<file path="src/rtl/mbx_pkg.sv">
package mbx_pkg;
  // host-side byte offsets
  localparam logic [11:0] HA_CMD  = 12'h0E4;
  localparam logic [11:0] HA_DIN  = 12'h0E8;
  localparam logic [11:0] HA_DOUT = 12'h0EC;
  localparam logic [11:0] HA_OWN  = 12'h0F0;
  localparam logic [11:0] HA_STAT = 12'h428;
  // microcontroller-side byte offsets
  localparam logic [4:0] MA_INBOX  = 5'h00;
  localparam logic [4:0] MA_OUTBOX = 5'h04;
  localparam logic [4:0] MA_OWN    = 5'h08;
  localparam logic [4:0] MA_STAT   = 5'h0C;
  // command bit positions
  localparam int CB_IEN  = 31;
  localparam int CB_HC   = 30;
  localparam int CB_HNTF = 29;
  localparam int CB_PME  = 28;
  localparam int CB_MCU  = 27;
  // status bit positions
  localparam int SB_EN   = 3;
  localparam int SB_HANG = 1;

  typedef enum logic [1:0] {
    OWN_FREE = 2'd0,
    OWN_FW   = 2'd1,
    OWN_SW   = 2'd2
  } owner_e;
endpackage

</file>
<file path="src/rtl/mbx_owner.sv">
module mbx_owner
  import mbx_pkg::*;
#(
  parameter int DATA_W = 32
) (
  input  logic              clk,
  input  logic              rst_n,
  input  logic              h_wr,
  input  logic [DATA_W-1:0] h_val,
  input  logic              m_wr,
  input  logic [DATA_W-1:0] m_val,
  output logic [1:0]        owner
);
  owner_e owner_q, owner_d;
  logic   h_hit;

  always_comb begin
    owner_d = owner_q;
    h_hit   = 1'b0;
    if (h_wr) begin
      if (h_val == DATA_W'(OWN_SW) && owner_q == OWN_FREE) begin
        owner_d = OWN_SW;
        h_hit   = 1'b1;
      end else if (h_val == '0 && owner_q != OWN_FREE) begin
        owner_d = OWN_FREE;
        h_hit   = 1'b1;
      end
    end
    if (m_wr && !h_hit) begin
      if (m_val == DATA_W'(OWN_FW) && owner_q == OWN_FREE) owner_d = OWN_FW;
      else if (m_val == '0) owner_d = OWN_FREE;
    end
  end

  always_ff @(posedge clk) begin
    if (!rst_n) owner_q <= OWN_FREE;
    else        owner_q <= owner_d;
  end

  assign owner = owner_q;

  a_r2_claim_free: assert property (@(posedge clk) disable iff (!rst_n)
    (h_wr && h_val == DATA_W'(2) && owner == 2'd0) |=> owner == 2'd2)
    else $error("claim of free mailbox lost");
  a_r2_claim_busy: assert property (@(posedge clk) disable iff (!rst_n)
    (h_wr && h_val == DATA_W'(2) && owner != 2'd0 && !m_wr) |=> $stable(owner))
    else $error("claim of held mailbox changed owner");
  a_r3_fw_claim: assert property (@(posedge clk) disable iff (!rst_n)
    (m_wr && m_val == DATA_W'(1) && owner == 2'd0 && !h_wr) |=> owner == 2'd1)
    else $error("firmware claim lost");
endmodule

</file>
<file path="src/rtl/mbx_status.sv">
module mbx_status
  import mbx_pkg::*;
#(
  parameter int DATA_W = 32
) (
  input  logic              clk,
  input  logic              rst_n,
  input  logic              set_we,
  input  logic [DATA_W-1:0] set_bits,
  input  logic              clr_we,
  input  logic [DATA_W-1:0] clr_bits,
  output logic [DATA_W-1:0] stat
);
  localparam logic [DATA_W-1:0] KEEP = (DATA_W'(1) << SB_EN) | (DATA_W'(1) << SB_HANG);
  logic [DATA_W-1:0] stat_q;
  logic [DATA_W-1:0] clr_m, set_m;

  assign clr_m = clr_we ? clr_bits : '0;
  assign set_m = set_we ? set_bits : '0;

  always_ff @(posedge clk) begin
    if (!rst_n) stat_q <= '0;
    else        stat_q <= ((stat_q & ~clr_m) | set_m) & KEEP;
  end

  assign stat = stat_q;

  a_r9_w1c: assert property (@(posedge clk) disable iff (!rst_n)
    (clr_we && clr_bits[SB_HANG] && !set_we) |=> !stat[SB_HANG])
    else $error("hang flag not cleared");
  a_r9_w1s: assert property (@(posedge clk) disable iff (!rst_n)
    (set_we && set_bits[SB_HANG]) |=> stat[SB_HANG])
    else $error("hang flag not set");
endmodule

</file>
<file path="src/rtl/mbx_cmd.sv">
module mbx_cmd
  import mbx_pkg::*;
#(
  parameter int DATA_W = 32
) (
  input  logic              clk,
  input  logic              rst_n,
  input  logic              h_cmd_we,
  input  logic [DATA_W-1:0] h_wdata,
  input  logic [DATA_W-1:0] din,
  input  logic              owner_busy,
  input  logic              m_inbox_rd,
  input  logic              m_out_we,
  input  logic [DATA_W-1:0] m_wdata,
  output logic [DATA_W-1:0] cmd_word,
  output logic [DATA_W-1:0] inbox,
  output logic [DATA_W-1:0] outbox,
  output logic              mcu_irq,
  output logic              host_irq
);
  logic ien_q, hc_q, hntf_q, pme_q, pend_q;
  logic [DATA_W-1:0] inbox_q, outbox_q;
  logic post, out_ok;

  assign post   = h_cmd_we && h_wdata[CB_IEN] && h_wdata[CB_MCU] && owner_busy;
  assign out_ok = m_out_we && owner_busy;

  always_ff @(posedge clk) begin
    if (!rst_n) begin
      ien_q    <= 1'b0;
      hc_q     <= 1'b0;
      hntf_q   <= 1'b0;
      pme_q    <= 1'b0;
      pend_q   <= 1'b0;
      inbox_q  <= '0;
      outbox_q <= '0;
    end else begin
      if (h_cmd_we) begin
        ien_q <= h_wdata[CB_IEN];
        hc_q  <= h_wdata[CB_HC];
        pme_q <= h_wdata[CB_PME];
      end
      if (out_ok)        hntf_q <= 1'b1;
      else if (h_cmd_we) hntf_q <= h_wdata[CB_HNTF];
      if (post)            pend_q <= 1'b1;
      else if (m_inbox_rd) pend_q <= 1'b0;
      if (post)   inbox_q  <= din;
      if (out_ok) outbox_q <= m_wdata;
    end
  end

  always_comb begin
    cmd_word          = '0;
    cmd_word[CB_IEN]  = ien_q;
    cmd_word[CB_HC]   = hc_q;
    cmd_word[CB_HNTF] = hntf_q;
    cmd_word[CB_PME]  = pme_q;
    cmd_word[CB_MCU]  = pend_q;
  end

  assign inbox    = inbox_q;
  assign outbox   = outbox_q;
  assign mcu_irq  = pend_q;
  assign host_irq = ien_q & hntf_q;

  a_r5_post: assert property (@(posedge clk) disable iff (!rst_n)
    (h_cmd_we && h_wdata[CB_IEN] && h_wdata[CB_MCU] && owner_busy) |=> (mcu_irq && inbox == $past(din)))
    else $error("post not latched");
  a_r6_consume: assert property (@(posedge clk) disable iff (!rst_n)
    (m_inbox_rd && !h_cmd_we) |=> !mcu_irq)
    else $error("inbox read did not clear interrupt");
  a_r7_ignore: assert property (@(posedge clk) disable iff (!rst_n)
    (m_out_we && !owner_busy) |=> $stable(outbox))
    else $error("outbox written while free");
  a_r8_notify: assert property (@(posedge clk) disable iff (!rst_n)
    (m_out_we && owner_busy && !h_cmd_we && cmd_word[CB_IEN]) |=> host_irq)
    else $error("host not interrupted");
endmodule

</file>
<file path="src/rtl/hostmcu_mailbox.sv">
module hostmcu_mailbox
  import mbx_pkg::*;
#(
  parameter int DATA_W  = 32,
  parameter int HADDR_W = 12,
  parameter int MADDR_W = 5
) (
  input  logic               clk,
  input  logic               rst_n,
  input  logic               h_sel,
  input  logic               h_we,
  input  logic [HADDR_W-1:0] h_addr,
  input  logic [DATA_W-1:0]  h_wdata,
  output logic               h_rvalid,
  output logic [DATA_W-1:0]  h_rdata,
  input  logic               m_sel,
  input  logic               m_we,
  input  logic [MADDR_W-1:0] m_addr,
  input  logic [DATA_W-1:0]  m_wdata,
  output logic               m_rvalid,
  output logic [DATA_W-1:0]  m_rdata,
  output logic               mcu_irq,
  output logic               host_irq
);
  logic h_wr, h_rd, m_wr, m_rd;
  logic [DATA_W-1:0] din_q, cmd_word, inbox, outbox, stat;
  logic [1:0] owner;
  logic [DATA_W-1:0] h_mux, m_mux;

  assign h_wr = h_sel & h_we;
  assign h_rd = h_sel & ~h_we;
  assign m_wr = m_sel & m_we;
  assign m_rd = m_sel & ~m_we;

  always_ff @(posedge clk) begin
    if (!rst_n) din_q <= '0;
    else if (h_wr && h_addr == HADDR_W'(HA_DIN)) din_q <= h_wdata;
  end

  mbx_owner #(.DATA_W(DATA_W)) u_owner (
    .clk   (clk),
    .rst_n (rst_n),
    .h_wr  (h_wr && h_addr == HADDR_W'(HA_OWN)),
    .h_val (h_wdata),
    .m_wr  (m_wr && m_addr == MADDR_W'(MA_OWN)),
    .m_val (m_wdata),
    .owner (owner)
  );

  mbx_status #(.DATA_W(DATA_W)) u_status (
    .clk      (clk),
    .rst_n    (rst_n),
    .set_we   (m_wr && m_addr == MADDR_W'(MA_STAT)),
    .set_bits (m_wdata),
    .clr_we   (h_wr && h_addr == HADDR_W'(HA_STAT)),
    .clr_bits (h_wdata),
    .stat     (stat)
  );

  mbx_cmd #(.DATA_W(DATA_W)) u_cmd (
    .clk        (clk),
    .rst_n      (rst_n),
    .h_cmd_we   (h_wr && h_addr == HADDR_W'(HA_CMD)),
    .h_wdata    (h_wdata),
    .din        (din_q),
    .owner_busy (owner != 2'd0),
    .m_inbox_rd (m_rd && m_addr == MADDR_W'(MA_INBOX)),
    .m_out_we   (m_wr && m_addr == MADDR_W'(MA_OUTBOX)),
    .m_wdata    (m_wdata),
    .cmd_word   (cmd_word),
    .inbox      (inbox),
    .outbox     (outbox),
    .mcu_irq    (mcu_irq),
    .host_irq   (host_irq)
  );

  always_comb begin
    h_mux = '0;
    if      (h_addr == HADDR_W'(HA_CMD))  h_mux = cmd_word;
    else if (h_addr == HADDR_W'(HA_DIN))  h_mux = din_q;
    else if (h_addr == HADDR_W'(HA_DOUT)) h_mux = outbox;
    else if (h_addr == HADDR_W'(HA_OWN))  h_mux = DATA_W'(owner);
    else if (h_addr == HADDR_W'(HA_STAT)) h_mux = stat;
  end

  always_comb begin
    m_mux = '0;
    if      (m_addr == MADDR_W'(MA_INBOX))  m_mux = inbox;
    else if (m_addr == MADDR_W'(MA_OUTBOX)) m_mux = outbox;
    else if (m_addr == MADDR_W'(MA_OWN))    m_mux = DATA_W'(owner);
    else if (m_addr == MADDR_W'(MA_STAT))   m_mux = stat;
  end

  always_ff @(posedge clk) begin
    if (!rst_n) begin
      h_rvalid <= 1'b0;
      h_rdata  <= '0;
      m_rvalid <= 1'b0;
      m_rdata  <= '0;
    end else begin
      h_rvalid <= h_rd;
      m_rvalid <= m_rd;
      if (h_rd) h_rdata <= h_mux;
      if (m_rd) m_rdata <= m_mux;
    end
  end

  a_r10_hvalid: assert property (@(posedge clk) disable iff (!rst_n)
    h_rvalid |-> $past(h_sel && !h_we))
    else $error("spurious host read valid");
  a_r1_quiet: assert property (@(posedge clk) disable iff (!rst_n)
    $fell(mcu_irq) |-> $past(m_sel && !m_we))
    else $error("microcontroller interrupt dropped without inbox read");
endmodule

</file>
<file path="config.mk">
export PLATFORM = sky130hd
export DESIGN_NAME = hostmcu_mailbox
export DESIGN_NICKNAME = d
export VERILOG_FILES = /design/src/rtl/mbx_pkg.sv /design/src/rtl/mbx_owner.sv /design/src/rtl/mbx_status.sv /design/src/rtl/mbx_cmd.sv /design/src/rtl/hostmcu_mailbox.sv
export SDC_FILE = /design/constraint.sdc
export NUM_CORES = 1
export LEC_CHECK = 0
export CAP_MARGIN = 10
export CORE_MARGIN = 5
export CORE_UTILIZATION = 37
export DETAILED_ROUTE_END_ITERATION = 10
export GPL_TIMING_DRIVEN = 0
export PLACE_DENSITY_LB_ADDON = 0.12
export SYNTH_ARGS = -nofsm -noshare
export SYNTH_HDL_FRONTEND = slang
export SYNTH_SLANG_ARGS = --single-unit
</file>
<file path="constraint.sdc">
create_clock -name clk -period 3.3 [get_ports clk]
set_input_delay 0.66 -clock clk [delete_from_list [all_inputs] [get_ports clk]]
set_output_delay 0.66 -clock clk [all_outputs]
set_load 0.03 [all_outputs]
</file>
# ---- After elaboration in Yosys (flattened, before gate mapping)
# Index checks and enable logic that the tools add are counted.
dict set report word_totals {
  regBits 171
  output_inout_bits 68
  wordCells 82
}
dict set report op_classes {
  eq_ne 10
  n_mux 24
  bitwise_logic 10
  n_reduce_logical 24
}
# op n
set ops {}
lappend ops {{$mux W32} 7}
lappend ops {{$logic_not A32 Y1} 2}
lappend ops {{$eq A12 B8 Y1 const B} 4}
lappend ops {{$eq A32 B1 Y1 const B} 1}
lappend ops {{$eq A32 B2 Y1 const B} 1}
lappend ops {{$logic_and A1 B1 Y1} 16}
lappend ops {{$mux W4} 4}
lappend ops {{$eq A12 B11 Y1 const B} 1}
lappend ops {{$mux W2} 6}
lappend ops {{$eq A5 B4 Y1 const B} 2}
lappend ops {{$mux W1} 7}
lappend ops {{$reduce_bool A2 Y1} 3}
lappend ops {{$and A1 B1 Y1} 5}
lappend ops {{$eq A5 B3 Y1 const B} 1}
lappend ops {{$logic_not A5 Y1} 1}
lappend ops {{$and A4 B4 Y4} 1}
lappend ops {{$not A4 Y4} 1}
lappend ops {{$or A4 B4 Y4} 1}
lappend ops {{$logic_not A2 Y1} 1}
lappend ops {{$not A1 Y1} 2}
lappend ops {{$logic_not A1 Y1} 1}

# ---- Longest topological paths before layout
dict set report logic_depth {
  word_depth 8
  depth_mapped 8
}

# ---- Cells and area by module
# A second synthesis with hierarchy kept.
dict set report hier_totals {
  cells_unflattened 1099
  hier_area_um2 8908.5
}
# mod n_inst cells_each area_per_inst_um2
set by_module_without_submodules {}
lappend by_module_without_submodules {hostmcu_mailbox 1 685 5106.1}
lappend by_module_without_submodules {mbx_cmd 1 337 3210.6}
lappend by_module_without_submodules {mbx_status 1 39 306.5}
lappend by_module_without_submodules {mbx_owner 1 38 285.3}

# ---- Worst setup path after synthesis
# Ideal clock, no wire load.
dict set report synth_timing {
  path_kind {input to register}
  from {in h_addr[11]}
  to {reg u_owner.owner_q[1], in the netlist u_owner.owner[1]}
  t_arrival_ps 2554
  t_required_ps 3188
  path_slack_ps 633
  path_stages 6
  n_path_buf 1
  path_cell_list {or4b_1 or4_1 buf_2 nor4_1 a21oi_1 a2111oi_1}
}
dict set report synth_via {
  elab_chain_cells 6
}
# item line_no
set synth_lines {}
lappend synth_lines {{start: declaration} hostmcu_mailbox.sv:12} ;# input logic [HADDR_W-1:0] h_addr,
lappend synth_lines {{$eq A12 B8 Y1 *} hostmcu_mailbox.sv:43} ;# .h_wr (h_wr && h_addr == HADDR_W'(HA_OWN)),
lappend synth_lines {{$logic_and A1 B1 Y1 *} hostmcu_mailbox.sv:43}
lappend synth_lines {{$mux W2 or $mux W1 (tied branches)} mbx_owner.sv:20} ;# if (h_wr) begin
lappend synth_lines {{$mux W2 or $logic_not A1 Y1 (tied branches)} {mbx_owner.sv:31, mbx_owner.sv:29}}
lappend synth_lines {{$mux W2 or $logic_and A1 B1 Y1 (tied branches)} {mbx_owner.sv:30, mbx_owner.sv:29}}
lappend synth_lines {{$mux W2 *} mbx_owner.sv:29} ;# if (m_wr && !h_hit) begin
lappend synth_lines {{end signal: assignment} mbx_owner.sv:37} ;# else owner_q <= owner_d;
lappend synth_lines {{end: declaration} mbx_owner.sv:14} ;# owner_e owner_q, owner_d;
# Every way passes the cells marked *; elsewhere a longest branch is shown, timed or not.
# A chain may end at the register's enable or synchronous reset.

# ---- Worst setup path in the final report
dict set report layout_timing {
  from {in m_addr[4]}
  to {reg m_rdata[25]}
}
dict set report layout_via {
  elab_chain_cells 3
}
# item line_no
set layout_lines {}
lappend layout_lines {{start: declaration} hostmcu_mailbox.sv:18} ;# input logic [MADDR_W-1:0] m_addr,
lappend layout_lines {{$eq A5 B3 Y1} hostmcu_mailbox.sv:89} ;# else if (m_addr == MADDR_W'(MA_OUTBOX)) m_mux = outbox;
lappend layout_lines {{$mux W32} hostmcu_mailbox.sv:89}
lappend layout_lines {{$mux W32 *} hostmcu_mailbox.sv:88} ;# if (m_addr == MADDR_W'(MA_INBOX)) m_mux = inbox;
lappend layout_lines {{end signal: assignment} hostmcu_mailbox.sv:104} ;# if (m_rd) m_rdata <= m_mux;
lappend layout_lines {{end: declaration} hostmcu_mailbox.sv:21} ;# output logic [DATA_W-1:0] m_rdata,
# Marks and branches as above.

==> impl_results.rst <==
.. list-table::
   :header-rows: 1

   * - Metric
     - Value
   * - Status
     - finished, final reports clean
   * - First-pass detailed-route iteration total
     - 5
   * - Placed Cells incl. Taps
     - between 1,000 and 1,500
   * - Pin count of the biggest net entering global routing
     - 17
   * - Final critical-path share of the clock period
     - between 80% and 90%
   * - Post-route DRC
     - 0
   * - Slew of the pin with the lowest slew margin
     - 0.912 ns
   * - Non-Filler Cell Area, Final
     - just over 0.009 sq mm
   * - Routed wire length per instance
     - about 19 um
   * - CTS clock-pin slew for the worst setup and hold paths
     - 0.06 ns
   * - Area of the placeable core
     - 0.0180 sq mm
   * - Final weighted congestion in routability-driven placement
     - between 0.8 and 0.9
   * - Final core area utilization
     - between 50% and 60%
   * - Arrival time at the worst endpoint
     - around 3.3 ns
   * - Final period demand of the worst path
     - roughly 3 ns
   * - Mapped Nets
     - 888
   * - Count of distinct cell types in the synthesized netlist
     - 41
   * - Synthesis-stage register bit count
     - ~170
   * - Cell family with most CP delay
     - simple AND/OR/NAND/NOR gates
   * - Via-to-Cell Ratio
     - between 5 and 6
   * - Beginning of the worst hold path
     - h_rdata[16]
   * - Most used DFF post-synth
     - sky130_fd_sc_hd__dfxtp_1
   * - Share of cells above drive strength 1
     - 4.08%
   * - Number of nets in the final layout
     - around 1,100
   * - Leakage power total
     - 2.84 nW
   * - Via count of the first global-routing pass
     - approximately 6,400
   * - Detailed Place HPWL
     - 17,500 um
   * - Total cell area at the placement stage
     - between 0.008 and 0.009 sq mm
   * - Die Span Y
     - 145 um
   * - I/O Pins
     - about 160
   * - Global-route usage over all layers
     - between 20% and 30%
   * - Worst setup slack after layout
     - 0.339 ns
   * - Count of placed standard cells in the final layout, fillers left out
     - 1,209
   * - Final-report setup violation count
     - 0
   * - Number of DRC markers after the initial detailed-route iteration
     - roughly 500
   * - Synth warnings
     - 0
   * - Fraction of met1 tracks used by global routing
     - 29.3%
   * - Highest net fanout along the worst path
     - 10
   * - Synthesized instance count
     - 801
   * - Reg-to-reg startpoint
     - u_owner.owner[1]
   * - Tightest slew margin relative to the limit
     - about two fifths
   * - Syn Std Cell Area
     - a little under 0.007 sq mm
   * - Number of buffers inserted during clock tree synthesis
     - 17
   * - Max Freq
     - ~0.34 GHz
   * - Number of pins exceeding their max-slew limit in the final report
     - 0
   * - Num rows
     - about 50
   * - Dominant cells by area after synthesis
     - sky130_fd_sc_hd__dfxtp_1 (51%), sky130_fd_sc_hd__nand2_1 (8.8%), sky130_fd_sc_hd__o21ai_0 (6.7%)
   * - RSZ-0062 raised after global routing
     - false
   * - Top cell type's share of synthesized area
     - roughly 50%
   * - Via count
     - ~6,500
   * - Internal reg-to-reg setup slack
     - approximately 1.2 ns
   * - Initial antenna violation count
     - 0
   * - Length in cells of the worst reg-to-reg path
     - 6
   * - Cell with the largest stage delay on the worst path
     - sky130_fd_sc_hd__and2_1
   * - Clk sinks
     - 171
   * - Post CTS Setup Buffer Count
     - 0
   * - Clock root buffer master
     - sky130_fd_sc_hd__clkbuf_16
   * - Number of antenna-violating nets in the routed design
     - 0
   * - Met2 capacity usage during global routing
     - a little over a third
   * - Fraction of the yosys area taken by sequential cells
     - 50.7%
   * - Post-synth top area cell
     - sky130_fd_sc_hd__dfxtp_1
   * - Clock insertion delay at the later pin of the skew report
     - 0.42 ns
   * - Depth of the CTS H-tree
     - 4
   * - Width of the die
     - around 150 um
   * - Tot Pwr
     - 4.18 mW
   * - Number of violations of the max-capacitance limit
     - 0
   * - Final-report hold violation count
     - 0
   * - Delay of the slowest cell on the worst path
     - roughly 0.60 ns
   * - Count of flip-flops with a built-in enable after synthesis
     - 0
   * - Setup slack at placement
     - -0.554 ns
   * - Clk_skew
     - about 0.0092 ns
   * - Ordered list of cells on the worst path
     - clkdlybuf4s50_1 -> or3_1 -> nor3b_1 -> and2_1 -> clkbuf_1 -> nand2_1 -> o21ai_0
   * - Effective utilization at floorplan
     - 37.6%
   * - Nature of the critical path startpoint
     - input port
   * - CTS tree
     - built
   * - PortBufs
     - 150
   * - Layout Area Growth over Synthesis
     - 34.6%
   * - Hold Path Cell Cnt
     - 2
   * - Number of buffers between clock root and the deepest sink
     - 2
   * - Count of buffering cells on the critical path with inverters included
     - 2
   * - CTS Hold Buffers Added
     - 0
   * - Setup tns final
     - 0 ns
   * - Post-Synthesis Mean Instance Area
     - around 8.4 sq um
   * - End point of the most critical hold path
     - h_rdata[16]
   * - Commonest cells in the synthesized netlist
     - sky130_fd_sc_hd__dfxtp_1 (171), sky130_fd_sc_hd__nand2_1 (158), sky130_fd_sc_hd__o21ai_0 (91)
   * - Wire length of the first global-routing pass
     - 36,700 um
   * - Worst VDD drop
     - 0.335 mV
   * - Total power per unit cell area
     - 460 mW/mm^2
   * - Global routing met3 resource utilization
     - 5.24%
   * - Sum of overflow across all layers after global routing
     - 0
   * - Worst endpoint required time
     - around 3.6 ns
   * - Total Die Area
     - between 0.02 and 0.025 sq mm
   * - Critical register-to-register path endpoint
     - u_cmd.inbox[3]
   * - Most common cell in the synthesized netlist
     - sky130_fd_sc_hd__dfxtp_1
   * - Number of filler cells placed in the layout
     - between 1,500 and 2,000
   * - Routed wire length
     - around 23,000 um
   * - Classification of the worst setup path
     - in -> reg
   * - Number of gates resized after cts
     - 1
   * - Post-synth ARST share
     - 0%
   * - Hold WC Path Type
     - reg -> reg
   * - Global-route layer with the greatest usage
     - met2
   * - Hold WS
     - 0.452 ns
   * - Critical Path End Type
     - flip-flop
   * - Antenna diode count
     - 0
## kinds of logic after synthesis
family,synth area share [%]
compound gates,18.0
flops,50.7
buf+inv,3.80
simple gates,20.5
mux,7.04
## flip-flops by register name (all words and copies together) (netlist names)
signal and count:
u_cmd.outbox 32, m_rvalid 1, u_cmd.mcu_irq 1, u_cmd.pme_q 1, h_rvalid 1, u_cmd.hc_q 1, u_cmd.inbox 32, u_owner.owner 2
h_rdata 32, din_q 32, u_cmd.hntf_q 1, m_rdata 32, u_cmd.ien_q 1, u_status.stat 2
## worst register-to-register path: cells and delay by family, from the launching register on
family                 cells  cell delay (ns)
flip-flops                 1             0.34
buffers and inverters      1             0.49
AND/OR/NAND/NOR            4             1.11
AO/OA/AOI/OAI              1             0.09
## worst max path at each step
stage	startpoint	endpoint	slack (ns)	depth (start not counted)
floorplan	h_addr[11]	u_owner.owner[1]	0.63	6
global placement	h_addr[11]	h_rdata[25]	-0.60	7
detailed placement	h_addr[11]	h_rdata[25]	-0.55	7
CTS	h_addr[11]	h_rdata[25]	0.09	8
global route	m_addr[4]	m_rdata[25]	0.12	7
finish	m_addr[4]	m_rdata[25]	0.34	7
## where the power goes
part / total (mW) / internal, mW / leakage, nW / switching, mW
Sequential: 2.07 / 2.07 / 1.38 / 0.00202
Combinational: 0.264 / 0.116 / 1.21 / 0.148
Clock: 1.85 / 1.05 / 0.253 / 0.800
## per-layer routing
layer | wire length (um) | part of all wire [%]
met5 | 0 | 0
met3 | 1540 | 6.5
met4 | 249 | 1.1
met2 | 11300 | 48
met1 | 10400 | 44
## layout make-up
type,count,area (sq um),area share [%]
sequential,171,3420,37.7
multi-input combinational,563,3100,34.1
timing repair buffer,150,1500,16.5
clock buffer,23,458,5.04
tap,229,287,3.15
buffer,60,230,2.53
clock inverter,7,68.8,0.757
inverter,6,22.5,0.248
## cell usage in the layout (no fill, tap or decap), types with 4 or more instances in the layout
master	synthesis	layout
sky130_fd_sc_hd__nor4_1	20	20
sky130_fd_sc_hd__dfxtp_1	171	171
sky130_fd_sc_hd__nand3_1	37	37
sky130_fd_sc_hd__a21oi_1	46	46
sky130_fd_sc_hd__nand2b_1	4	4
sky130_fd_sc_hd__clkbuf_16	0	17
sky130_fd_sc_hd__o21ai_0	91	91
sky130_fd_sc_hd__or3_1	4	4
sky130_fd_sc_hd__clkbuf_1	54	58
sky130_fd_sc_hd__clkdlybuf4s50_1	0	150
sky130_fd_sc_hd__nand4_1	6	6
sky130_fd_sc_hd__nor3_1	7	5
sky130_fd_sc_hd__nor2_1	55	54
sky130_fd_sc_hd__inv_1	6	6
sky130_fd_sc_hd__a22oi_1	55	55
sky130_fd_sc_hd__buf_2	4	4
sky130_fd_sc_hd__nand2_1	158	158
sky130_fd_sc_hd__mux2i_1	43	43
sky130_fd_sc_hd__and2_1	4	4
Power figures use the tool's default switching activity.
